--- src/rtl/intr_field_pkg.sv ---
package intr_field_pkg;

  typedef enum logic [1:0] {
    TRIG_LEVEL,
    TRIG_RISE,
    TRIG_FALL,
    TRIG_ANY
  } trig_mode_e;

  typedef enum logic [1:0] {
    HOLD_PER_BIT,
    HOLD_WHOLE,
    HOLD_NONE
  } hold_mode_e;

  typedef enum logic {
    QUAL_MASK,
    QUAL_ENABLE
  } qual_kind_e;

  typedef enum logic {
    CLR_W1C,
    CLR_ON_READ
  } clr_kind_e;

endpackage

--- src/rtl/intr_edge_detect.sv ---
module intr_edge_detect
  import intr_field_pkg::*;
#(
  parameter int         WIDTH     = 4,
  parameter trig_mode_e TRIG_MODE = TRIG_RISE
) (
  input  logic             clk,
  input  logic             rst_n,
  input  logic [WIDTH-1:0] trig_i,
  output logic [WIDTH-1:0] event_o
);

  logic [WIDTH-1:0] prev_q;
  logic [WIDTH-1:0] prev_d;
  logic             prev_en;

  // previous trigger sample, refreshed every cycle
  always_comb begin
    prev_d  = trig_i;
    prev_en = 1'b1;
  end

  always_ff @(posedge clk or negedge rst_n) begin
    if (!rst_n) begin
      prev_q <= '0;
    end else if (prev_en) begin
      prev_q <= prev_d;
    end
  end

  always_comb begin
    case (TRIG_MODE)
      TRIG_LEVEL: event_o = trig_i;
      TRIG_RISE:  event_o = trig_i & ~prev_q;
      TRIG_FALL:  event_o = ~trig_i & prev_q;
      default:    event_o = trig_i ^ prev_q;
    endcase
  end

endmodule

--- src/rtl/intr_status_reg.sv ---
module intr_status_reg
  import intr_field_pkg::*;
#(
  parameter int         WIDTH     = 4,
  parameter hold_mode_e HOLD_MODE = HOLD_PER_BIT,
  parameter clr_kind_e  CLR_KIND  = CLR_W1C
) (
  input  logic             clk,
  input  logic             rst_n,
  input  logic [WIDTH-1:0] event_i,
  input  logic [WIDTH-1:0] trig_i,
  input  logic             wr_en_i,
  input  logic [WIDTH-1:0] wr_data_i,
  input  logic             rd_en_i,
  output logic [WIDTH-1:0] status_o
);

  logic [WIDTH-1:0] status_q;
  logic [WIDTH-1:0] status_d;
  logic [WIDTH-1:0] clr_vec;
  logic [WIDTH-1:0] kept;
  logic             status_en;

  // software clear vector
  always_comb begin
    case (CLR_KIND)
      CLR_W1C: clr_vec = wr_en_i ? wr_data_i : '0;
      default: clr_vec = rd_en_i ? {WIDTH{1'b1}} : '0;
    endcase
  end

  // the clear is applied first so that a same-cycle event overrides it
  always_comb begin
    kept = status_q & ~clr_vec;
    case (HOLD_MODE)
      HOLD_PER_BIT: status_d = kept | event_i;
      HOLD_WHOLE:   status_d = ((kept == '0) && (|event_i)) ? event_i : kept;
      default:      status_d = trig_i;
    endcase
    status_en = (HOLD_MODE == HOLD_NONE) || (|clr_vec) || (|event_i);
  end

  always_ff @(posedge clk or negedge rst_n) begin
    if (!rst_n) begin
      status_q <= '0;
    end else if (status_en) begin
      status_q <= status_d;
    end
  end

  assign status_o = status_q;

endmodule

--- src/rtl/intr_qualify.sv ---
module intr_qualify
  import intr_field_pkg::*;
#(
  parameter int         WIDTH = 4,
  parameter qual_kind_e KIND  = QUAL_MASK
) (
  input  logic [WIDTH-1:0] status_i,
  input  logic [WIDTH-1:0] qual_i,
  output logic             line_o
);

  logic [WIDTH-1:0] pass_bits;

  generate
    if (KIND == QUAL_MASK) begin : g_mask
      assign pass_bits = status_i & ~qual_i;
    end else begin : g_enable
      assign pass_bits = status_i & qual_i;
    end
  endgenerate

  assign line_o = |pass_bits;

endmodule

--- src/rtl/intr_status_field.sv ---
module intr_status_field
  import intr_field_pkg::*;
#(
  parameter int         WIDTH     = 4,
  parameter trig_mode_e TRIG_MODE = TRIG_RISE,
  parameter hold_mode_e HOLD_MODE = HOLD_PER_BIT,
  parameter clr_kind_e  CLR_KIND  = CLR_W1C,
  parameter qual_kind_e IRQ_QUAL  = QUAL_MASK,
  parameter qual_kind_e HALT_QUAL = QUAL_ENABLE
) (
  input  logic             clk,
  input  logic             rst_n,
  input  logic [WIDTH-1:0] trig_i,
  input  logic             sw_wr_en_i,
  input  logic [WIDTH-1:0] sw_wr_data_i,
  input  logic             sw_rd_en_i,
  input  logic [WIDTH-1:0] irq_qual_i,
  input  logic [WIDTH-1:0] halt_qual_i,
  output logic [WIDTH-1:0] status_o,
  output logic             irq_o,
  output logic             halt_o
);

  logic [WIDTH-1:0] event_vec;

  intr_edge_detect #(
    .WIDTH    (WIDTH),
    .TRIG_MODE(TRIG_MODE)
  ) edge_i (
    .clk    (clk),
    .rst_n  (rst_n),
    .trig_i (trig_i),
    .event_o(event_vec)
  );

  intr_status_reg #(
    .WIDTH    (WIDTH),
    .HOLD_MODE(HOLD_MODE),
    .CLR_KIND (CLR_KIND)
  ) stat_i (
    .clk      (clk),
    .rst_n    (rst_n),
    .event_i  (event_vec),
    .trig_i   (trig_i),
    .wr_en_i  (sw_wr_en_i),
    .wr_data_i(sw_wr_data_i),
    .rd_en_i  (sw_rd_en_i),
    .status_o (status_o)
  );

  intr_qualify #(
    .WIDTH(WIDTH),
    .KIND (IRQ_QUAL)
  ) irq_q_i (
    .status_i(status_o),
    .qual_i  (irq_qual_i),
    .line_o  (irq_o)
  );

  intr_qualify #(
    .WIDTH(WIDTH),
    .KIND (HALT_QUAL)
  ) halt_q_i (
    .status_i(status_o),
    .qual_i  (halt_qual_i),
    .line_o  (halt_o)
  );

endmodule

--- config.mk ---
export PLATFORM = sky130hd
export DESIGN_NAME = intr_status_field
export DESIGN_NICKNAME = d
export VERILOG_FILES = /design/src/rtl/intr_field_pkg.sv /design/src/rtl/intr_edge_detect.sv /design/src/rtl/intr_status_reg.sv /design/src/rtl/intr_qualify.sv /design/src/rtl/intr_status_field.sv
export SDC_FILE = /design/constraint.sdc
export NUM_CORES = 1
export LEC_CHECK = 0
export BUFFER_PORTS_ARGS = -buffer_cell sky130_fd_sc_hd__clkbuf_2
export CORE_AREA = 3 3 40 42
export DETAILED_ROUTE_END_ITERATION = 6
export DIE_AREA = 0 0 43 45
export HOLD_SLACK_MARGIN = 0.02
export PLACE_DENSITY = 0.64
export SKIP_LAST_GASP = 1
export SLEW_MARGIN = 15
export SYNTH_ARGS = -nofsm -noshare
export SYNTH_HDL_FRONTEND = slang
export SYNTH_SLANG_ARGS = --single-unit
--- constraint.sdc ---
create_clock -name clk -period 0.8 [get_ports clk]
set_input_delay 0.08 -clock clk [delete_from_list [all_inputs] [get_ports clk]]
set_output_delay 0.08 -clock clk [all_outputs]
set_load 0.01 [all_outputs]
Word level (Yosys, flattened, before mapping) --
Cells that the tools add are included.
Storage, ports and cells: register bits after elaboration 8, input bits 20, output and inout port bits 6, word-level logic and storage cells 16
Cells by class: multiplexer cells 1, bitwise gates (word level) 8, reductions and logical operators 5
Operators by type and width (number):
- $and A4 B4 Y4 | 4
- $reduce_or A4 Y1 | 4
- $not A4 Y4 | 3
- $mux W4 | 1
- $or A4 B4 Y4 | 1
- $logic_or A1 B1 Y1 | 1

Logic depth before layout (Yosys ltp) --
Gate-level depths: netlist of the first run.
depth after elaboration 4, mapped depth 2, mapped depth without buffers 2

Cells and area by module --
From an unflattened synthesis of the first run, not the netlist that was laid out.
Unflattened totals: cells, all modules 28, area total of the unflattened synthesis 356.6 um^2
By module, submodules not included:
- intr_edge_detect | times used 1, cells each 8, area an instance 155.1 um^2, seq. area each 100.1 um^2
- intr_status_reg | times used 1, cells each 12, area an instance 145.1 um^2, seq. area each 100.1 um^2
- intr_qualify at irq_q_i | times used 1, cells each 5, area an instance 37.5 um^2, seq. area each 0.0 um^2
- intr_qualify at halt_q_i | times used 1, cells each 3, area an instance 18.8 um^2, seq. area each 0.0 um^2

Worst setup path before layout of the first run --
OpenSTA, ideal clock, no wires.
path kind reg2out, from reg stat_i.status_q[3] (netlist: stat_i.status_o[3]), to out irq_o, arrival 731 ps, required time 720 ps, setup slack -11 ps, stages on the path, launching flop included 3, buffers on the path 0, cells stage by stage dfrtp_1 > inv_1 > o2111ai_1
On the way: longest elaborated chain between the ends 2
Ends and longest elaborated chain:
- start, declared | RTL line intr_status_reg.sv:18 | logic [WIDTH-1:0] status_q;
- start signal, assigned | RTL line intr_status_reg.sv:47 | status_q <= status_d;
- $and A4 B4 Y4 | RTL line intr_qualify.sv:16 | assign pass_bits = status_i & ~qual_i;
- $reduce_or A4 Y1 | RTL line intr_qualify.sv:22 | assign line_o = |pass_bits;
- end, declared | RTL line intr_status_field.sv:20 | output logic irq_o,
Every way passes these cells.

Worst setup path in the final report of the first run --
from reg stat_i.status_q[3] (netlist: stat_i.status_o[3]), to out halt_o
On the way: longest elaborated chain between the ends 2
Ends and longest elaborated chain:
- $and A4 B4 Y4 | RTL line intr_qualify.sv:18 | assign pass_bits = status_i & qual_i;
- $reduce_or A4 Y1 | RTL line intr_qualify.sv:22
- end, declared | RTL line intr_status_field.sv:21 | output logic halt_o
Every way passes these cells.

==> flow_metrics.env, run 1 <==
export IMPL_worst_setup_path_end_kind="output port"
export IMPL_tightest_slew_ns=0.204
export IMPL_path_class="reg2out"
export IMPL_rsz0062_at_grt="true"
export IMPL_grt_ovfl_total=0
export IMPL_dieArea_mm2=0.00194
export IMPL_worst_slack_ns=-0.295
export IMPL_critPathLaunchType="flop"
export IMPL_r2r_end="stat_i.status_o[3]"
export IMPL_place_gp_congestion=0.620
export IMPL_status="complete, but fails checks"
export IMPL_dp_cells=69
export IMPL_antenna_left=0
export IMPL_hpwl_um=609
export IMPL_start_util_pct=24.5
export IMPL_vias_per_cell=4.25
export IMPL_clk_pin_slew_ns=0.05
export IMPL_arrival_ns=1.01
export IMPL_synth_distinct_cells=7
export IMPL_wl_met1_um=369
export IMPL_critPathMaxFanout=4
export IMPL_grt_pass1_vias=282
export IMPL_cts_buffers=3
export IMPL_power_density_mw_per_mm2=1750
export IMPL_grt_use_total_pct=8.77
export IMPL_max_vdd_ir_drop_mv=0.822
export IMPL_die_w_um=43
export IMPL_r2r_start="stat_i.status_o[3]"
export IMPL_syn_nets=48
export IMPL_final_core_util_pct=44.5
export IMPL_h_tree_depth=1
export IMPL_io_buffers=24
export IMPL_grt_max_degree=9
export IMPL_cts_root_buf="clkbuf_4"
export IMPL_ios=26
export IMPL_max_stage_delay_ns=0.42
export IMPL_ctsLongestPathBuffers=2
export IMPL_num_rows=13
export IMPL_die_h_um=45
export IMPL_worst_hold_path_type="in2reg"
export IMPL_crit_required_ns=0.72
export IMPL_wl_met2_um=292
export IMPL_power_w=0.000998
export IMPL_violations="setup timing"
export IMPL_final_nets=86
export IMPL_ys_ff_latch=8
export IMPL_coreArea_mm2=0.00128
export IMPL_wl_per_cell_um=9.96
export IMPL_worst_clock_skew_ns=0.000145
export IMPL_via_count=336
export IMPL_path_cells="a22oi_1, nand2_1, clkbuf_2"
export IMPL_rrSetupSlack_ns=-0.06
export IMPL_drv_slew=0
export IMPL_max_cap_violations=0
export IMPL_cpMaxStageDelayCell="dfrtp_1"
export IMPL_yosysWarnings=0
export IMPL_syn_inst=28
export IMPL_drc=0
export IMPL_drive_above_1_share_pct=53.1
export IMPL_synthesis_area_um2=315
export IMPL_slew_headroom_pct=86.4
export IMPL_report_final_setup_viol=10
export IMPL_cts_sinks=8
export IMPL_n_antenna_cell=0
export IMPL_drt_iter0_drc=4
export IMPL_power_static_leakage_nw=0.316
export IMPL_dr_max_layer_used="met3"
export IMPL_dp_slack_ns=-0.0801
export IMPL_fin_crit_ns=1.09
export IMPL_clock_latency_ns=0.24
export IMPL_met3_length_um=125
export IMPL_critPathCapture="halt_o"
export IMPL_startpoint="stat_i.status_o[3]"
export IMPL_avgSynthCellArea_um2=11.3
export IMPL_finalHoldViolations=0
export IMPL_synthToLayoutAreaGrowth_pct=81.3
export IMPL_cts_tree="done"
export IMPL_first_pass_iters=3
export IMPL_stdcell_count=79
export IMPL_fin_crit_sh_pct=137
export IMPL_r2r_cells=2
export IMPL_ys_seq_area_share_pct=63.5
export IMPL_fmax_mhz=914
export IMPL_antenna_found_initial=0
export IMPL_grt_pass1_wl_mm=1.21
export IMPL_routed_wl_um=787
==> cell usage after synthesis, drive strengths merged <==
master,count,area [µm²]
nand2,5,18.8
inv,5,18.8
nand2b,3,18.8
dfrtp,8,200
a22o,4,35.0
a22oi,2,15.0
o2111ai,1,8.76
==> critical path: cells and delay by family, from the launching register on <==
family	cells	cell delay [ns]
flops	1	0.42
compound gates	1	0.16
buf+inv	1	0.12
simple gates	1	0.07
==> per-layer routing <==
metal  global-route usage (%)  vias to the layer above
li1                         -                      170
met5                        0                        -
met2                     11.1                       22
met1                     11.8                      144
met3                     3.19                        0
met4                     7.23                        0
==> registers in the layout, summed over array words and instances, names as in the netlist <==
| register | cells |
|---|---|
| stat_i.status_o | 4 |
| edge_i.prev_q | 4 |
==> repair_timing <==
item | 4_1_cts | 5_1_grt
hold buffers | 5 | 0
resized for setup | 1 | 5
pin swaps | 5 | 2
setup buffers | 3 | 0
setup endpoints to repair | 8 | 10
endpoints found under the hold margin | 12 | 0
==> power by group <==
group          internal, W  leakage (nW)  switching (W)
Sequential        0.000439        0.0919      0.0000301
Clock             0.000171        0.0138       0.000128
Combinational     0.000141         0.210      0.0000902
==> how the worst min path moves through the flow <==
stage | startpoint | to | slack, ns | depth (start not counted)
after floorplan | rst_n | edge_i.prev_q[0] | -0.22 | 0
after global placement | rst_n | stat_i.status_o[1] | -0.07 | 1
after detailed placement | rst_n | stat_i.status_o[1] | -0.06 | 1
after CTS | sw_wr_data_i[0] | stat_i.status_o[0] | 0.09 | 3
after global routing | sw_wr_data_i[0] | stat_i.status_o[0] | 0.10 | 3
final | sw_wr_data_i[3] | stat_i.status_o[3] | 0.10 | 3
==> logic make-up after synthesis <==
group	after synthesis	synth area share [%]
flops	8	63.5
simple gates	8	11.9
buf+inv	5	5.95
compound gates	7	18.6
==> through the flow <==
stage          cell area, µm²  setup TNS, ns  hold WS [ns]
2_1_floorplan             322              0        -0.216
3_3_place_gp              475         -0.191       -0.0680
3_5_place_dp              475         -0.213       -0.0624
4_1_cts                   568          -1.12        0.0939
5_1_grt                   572          -1.50         0.102
6_report                  572          -1.05         0.105
==> cells in the final DEF (no fill, tap or decap), drive strengths merged <==
| master | count |
|---|---|
| dlygate4sd3 | 5 |
| buf | 7 |
| a22o | 4 |
| dfrtp | 8 |
| o2111ai | 1 |
| clkbuf | 24 |
| inv | 5 |
| a22oi | 2 |
| nand2b | 3 |
| nand2 | 5 |
==> layout make-up <==
type,instances,area [µm²]
sequential,8,200
timing repair buffer,33,204
fill,122,713
inverter,5,18.8
tap,15,18.8
clock buffer,3,22.5
multi-input combinational,15,108
No activity file was read; power rests on OpenSTA's default activity.
==> inputs of run 2 (changes only) <==
RECOVER_POWER = 25   (was not set)
==> flow_metrics.env, run 2 (same netlist as run 1, synthesis figures left out) <==
export IMPL_critPathMaxFanout=4
export IMPL_rsz0062_at_grt="true"
export IMPL_routed_wl_um=786
export IMPL_grt_pass1_wl_mm=1.21
export IMPL_final_common_cell="clkbuf_2"
export IMPL_vias_per_cell=4.25
export IMPL_r2r_cells=2
export IMPL_h_tree_depth=1
export IMPL_path_class="reg2out"
export IMPL_final_nets=86
export IMPL_drc=0
export IMPL_via_count=336
export IMPL_ctsLongestPathBuffers=2
export IMPL_first_pass_iters=3
export IMPL_postLayoutCellArea_um2=571
export IMPL_report_final_setup_viol=10
export IMPL_antenna_found_initial=0
export IMPL_max_cap_violations=0
export IMPL_violations="setup timing"
export IMPL_n_antenna_cell=0
export IMPL_dieArea_mm2=0.00194
export IMPL_worst_setup_path_end_kind="output port"
export IMPL_cts_buffers=3
export IMPL_path_cells="a22oi_1, nand2_1, clkbuf_2"
export IMPL_drive_above_1_share_pct=51.6
export IMPL_cts_sinks=8
export IMPL_start_util_pct=24.5
export IMPL_fmax_mhz=914
export IMPL_wl_per_cell_um=9.95
export IMPL_die_w_um=43
export IMPL_crit_required_ns=0.72
export IMPL_drt_iter0_drc=4
export IMPL_max_stage_delay_ns=0.42
export IMPL_num_rows=13
export IMPL_power_density_mw_per_mm2=1750
export IMPL_finalHoldViolations=0
export IMPL_fill_cells=123
export IMPL_final_core_util_pct=44.4
export IMPL_cts_tree="done"
export IMPL_fin_crit_ns=1.09
export IMPL_slew_headroom_pct=71.2
export IMPL_coreArea_mm2=0.00128
export IMPL_worst_clock_skew_ns=0.000145
export IMPL_seq_area_um2=200
export IMPL_ios=26
export IMPL_cp_num_cells=3
export IMPL_grt_max_degree=9
export IMPL_antenna_left=0
export IMPL_grt_ovfl_total=0
export IMPL_die_h_um=45
export IMPL_multi_input_area_um2=108
export IMPL_drv_slew=0
export IMPL_clk_pin_slew_ns=0.05
export IMPL_critPathLaunchType="flop"
export IMPL_hpwl_um=609
export IMPL_placed_cell_area_um2=475
export IMPL_synthToLayoutAreaGrowth_pct=81.0
export IMPL_grt_use_total_pct=8.77
export IMPL_worst_hold_path_type="in2reg"
export IMPL_cpMaxStageDelayCell="dfrtp_1"
export IMPL_tightest_slew_ns=0.432
export IMPL_cpLargestDelayFamily="flip-flops"
export IMPL_worst_slack_ns=-0.295
export IMPL_max_vdd_ir_drop_mv=0.822
export IMPL_arrival_ns=1.01
export IMPL_cp_num_buf_inv=1
export IMPL_grt_pass1_vias=282
export IMPL_clock_latency_ns=0.24
export IMPL_place_gp_congestion=0.620
export IMPL_io_buffers=24
export IMPL_power_static_leakage_nw=0.313
export IMPL_holdPathStages=3
export IMPL_status="complete, but fails checks"
export IMPL_fin_crit_sh_pct=137
export IMPL_dp_slack_ns=-0.0801
export IMPL_cts_root_buf="clkbuf_4"
export IMPL_layout_common_cells="clkbuf_2 (20), dfrtp_1 (8), nand2_1 (5), dlygate4sd3_1 (5)"
run 2: cell counts in the layout (fill, tap and decap cells not counted):
No cell type changed its count.
run 2: stage by stage:
step	hold WS, ns	std cells	setup TNS [ns]	power, W
floorplan	-0.216	28	0	0.000545
global placement	-0.0680	69	-0.191	0.000660
detailed placement	-0.0624	69	-0.213	0.000664
CTS	0.0939	79	-1.12	0.00101
global route	0.102	79	-1.50	0.00107
finish	0.105	79	-1.05	0.000998
run 2: worst register-to-register path, stage by stage (launching register included):
cell,delay (ns)
dfrtp_1,0.42
buf_4,0.15
a22o_1,0.18
run 2: where the power goes:
part / switching, W / total, W / leakage [nW] / internal (W)
logic: 0.0000902 / 0.000230 / 0.207 / 0.000140
clock network: 0.000128 / 0.000299 / 0.0138 / 0.000171
registers: 0.0000301 / 0.000469 / 0.0919 / 0.000439
total: 0.000248 / 0.000998 / 0.313 / 0.000750
run 2: per-layer routing:
| metal | global-route usage (%) | share of wire [%] | wire length, µm |
|---|---|---|---|
| met1 | 11.8 | 47 | 368 |
| met3 | 3.19 | 16 | 125 |
| met4 | 7.23 | 0 | 0 |
| met2 | 11.1 | 37 | 292 |
| met5 | 0 | 0 | 0 |
run 2: final cells by class:
type                            instances  share of cell area (%)
Timing Repair Buffer                   33                    35.5
Clock buffer                            3                    3.95
Tap cell                               15                    3.29
Inverter                                5                    3.29
Sequential cell                         8                    35.1
Multi-Input combinational cell         15                    18.9
run 2: final timing paths:
check                      slack (ns)                from                 end
max                             -0.29  stat_i.status_o[3]              halt_o
min                              0.10     sw_wr_data_i[3]  stat_i.status_o[3]
max reg2reg                     -0.06  stat_i.status_o[3]  stat_i.status_o[3]
min reg2reg                      0.55    edge_i.prev_q[3]  stat_i.status_o[3]
max in group asynchronous        0.21               rst_n    edge_i.prev_q[2]
min in group asynchronous        0.29               rst_n  stat_i.status_o[1]
run 2: what timing repair did:
item	CTS	global route
endpoints found under the hold margin	12	0
endpoints found under the setup margin	8	10
pin swaps	5	2
setup buffers	3	0
resized for setup	1	5
hold buffers	5	0
==> inputs of run 3 (changes only) <==
SETUP_SLACK_MARGIN = 0.4   (was not set)
==> flow_metrics.env, run 3 (same netlist as run 1, synthesis figures left out) <==
export IMPL_drv_slew=0
export IMPL_critPathMaxFanout=3
export IMPL_worst_hold_path_type="in2async"
export IMPL_drive_above_1_share_pct=61.5
export IMPL_final_common_cell="clkbuf_2"
export IMPL_layout_common_cells="clkbuf_2 (18), buf_6 (10), dfrtp_1 (7), nand2_1 (5)"
export IMPL_routed_wl_um=825
export IMPL_crit_required_ns=0.94
export IMPL_cts_root_buf="clkbuf_4"
export IMPL_dieArea_mm2=0.00194
export IMPL_stdcell_count=80
export IMPL_rrSetupSlack_ns=-0.31
export IMPL_critPathLaunchType="flop"
export IMPL_max_vdd_ir_drop_mv=1.20
export IMPL_fin_crit_ns=1.11
export IMPL_cts_sinks=8
export IMPL_whs_ns=-0.270
export IMPL_die_h_um=45
export IMPL_path_class="reg2reg"
export IMPL_drc=0
export IMPL_final_nets=87
export IMPL_ios=26
export IMPL_fmax_mhz=900
export IMPL_via_count=335
export IMPL_first_pass_iters=3
export IMPL_die_w_um=43
export IMPL_vias_per_cell=4.19
export IMPL_crit_top_cell="buf_6"
export IMPL_dp_cells=68
export IMPL_tightest_slew_ns=0.423
export IMPL_status="complete, but fails checks"
export IMPL_slew_headroom_pct=71.8
export IMPL_met1_usage_pct=11.8
export IMPL_grt_pass1_wl_mm=1.26
export IMPL_cts_tree="done"
export IMPL_cp_num_buf_inv=4
export IMPL_n_antenna_cell=0
export IMPL_arrival_ns=1.25
export IMPL_grt_use_total_pct=9.02
export IMPL_worst_clock_skew_ns=0.000141
export IMPL_num_rows=13
export IMPL_worst_slack_ns=-0.311
export IMPL_r2r_end="stat_i.status_o[1]"
export IMPL_cpLargestDelayFamily="buffers and inverters"
export IMPL_clk_pin_slew_ns=0.06
export IMPL_path_cells="buf_6, buf_6, buf_6, buf_6, a22o_1"
export IMPL_grt_max_degree=9
export IMPL_clock_latency_ns=0.25
export IMPL_synthToLayoutAreaGrowth_pct=92.1
export IMPL_finalHoldViolations=12
export IMPL_cpMaxStageDelayCell="dfrtp_1"
export IMPL_report_final_setup_viol=10
export IMPL_worst_setup_path_end_kind="flop"
export IMPL_antenna_found_initial=0
export IMPL_busiest_layer="met2"
export IMPL_cts_buffers=3
export IMPL_startpoint="stat_i.status_o[1]"
export IMPL_coreArea_mm2=0.00128
export IMPL_wl_per_cell_um=10.3
export IMPL_ctsLongestPathBuffers=2
export IMPL_use_met3_pct=5.98
export IMPL_r2r_cells=5
export IMPL_max_cap_violations=0
export IMPL_violations="hold timing, setup timing"
export IMPL_fin_setup_tns_ns=-1.77
export IMPL_drt_iter0_drc=1
export IMPL_met2_usage_pct=12.6
export IMPL_r2r_start="stat_i.status_o[1]"
export IMPL_io_buffers=24
export IMPL_fin_crit_sh_pct=139
export IMPL_grt_pass1_vias=298
export IMPL_h_tree_depth=1
export IMPL_grt_ovfl_total=0
export IMPL_hpwl_um=552
export IMPL_start_util_pct=24.5
export IMPL_power_static_leakage_nw=0.332
export IMPL_max_stage_delay_ns=0.41
export IMPL_power_density_mw_per_mm2=1790
export IMPL_rsz0062_at_grt="true"
export IMPL_antenna_left=0
export IMPL_place_gp_congestion=0.669
run 3: cell types whose count changed in the layout (fill, tap and decap cells not counted), sizes merged:
cell | before | now
clkbuf | 24 | 22
dlygate4sd3 | 5 | 0
buf | 7 | 15
run 3: what timing repair did:
action | in CTS | in global routing
endpoints found under the hold margin | 12 | 12
pin swaps | 4 | 2
gates resized for setup | 6 | 12
buffers inserted | 7 | 2
cloned | 0 | 0
endpoints found under the setup margin | 10 | 10
run 3: worst max-delay path by stage:
stage | cells past startpoint | to | slack, ns
after floorplan | 2 | halt_o | 0.03
after global placement | 3 | halt_o | -0.05
after detailed placement | 3 | halt_o | -0.06
after CTS | 3 | halt_o | -0.34
after global routing | 3 | halt_o | -0.36
final | 5 | stat_i.status_o[1] | -0.31
run 3: report_power, final:
part / total, W / internal [W] / switching [W] / leakage [nW]
clock network: 0.000305 / 0.000171 / 0.000134 / 0.0138
logic: 0.000310 / 0.000203 / 0.000107 / 0.227
registers: 0.000471 / 0.000440 / 0.0000310 / 0.0910
total: 0.00109 / 0.000814 / 0.000272 / 0.332
run 3: layer usage:
layer,wire (µm),vias to the layer above,share of wire (%)
met4,0,0,0
met1,341,140,41
met3,138,0,17
met2,346,24,42
li1,-,171,-
met5,0,-,0
run 3: per-stage QoR:
step	util (%)	total power, W	worst slack (ns)	instance area (µm²)
floorplan	-	0.000545	0.0287	322
global placement	36.4	0.000650	-0.0495	468
detailed placement	36.4	0.000654	-0.0641	468
CTS	44.0	0.00105	-0.336	566
global route	47.1	0.00115	-0.362	606
finish	47.1	0.00109	-0.311	606
run 3: cell type report:
| type | count | area, µm² |
|---|---|---|
| Fill cell | 118 | 679 |
| Timing Repair Buffer | 34 | 236 |
| Sequential cell | 8 | 201 |
| Multi-Input combinational cell | 15 | 108 |
| Clock buffer | 3 | 22.5 |
| Inverter | 5 | 18.8 |
| Tap cell | 15 | 18.8 |
run 3: worst reg2reg max path, stage by stage, from the launching register on:
cell and delay, ns:
dfrtp_1 0.41, buf_6 0.13, buf_6 0.10, buf_6 0.10, buf_6 0.10, a22o_1 0.17
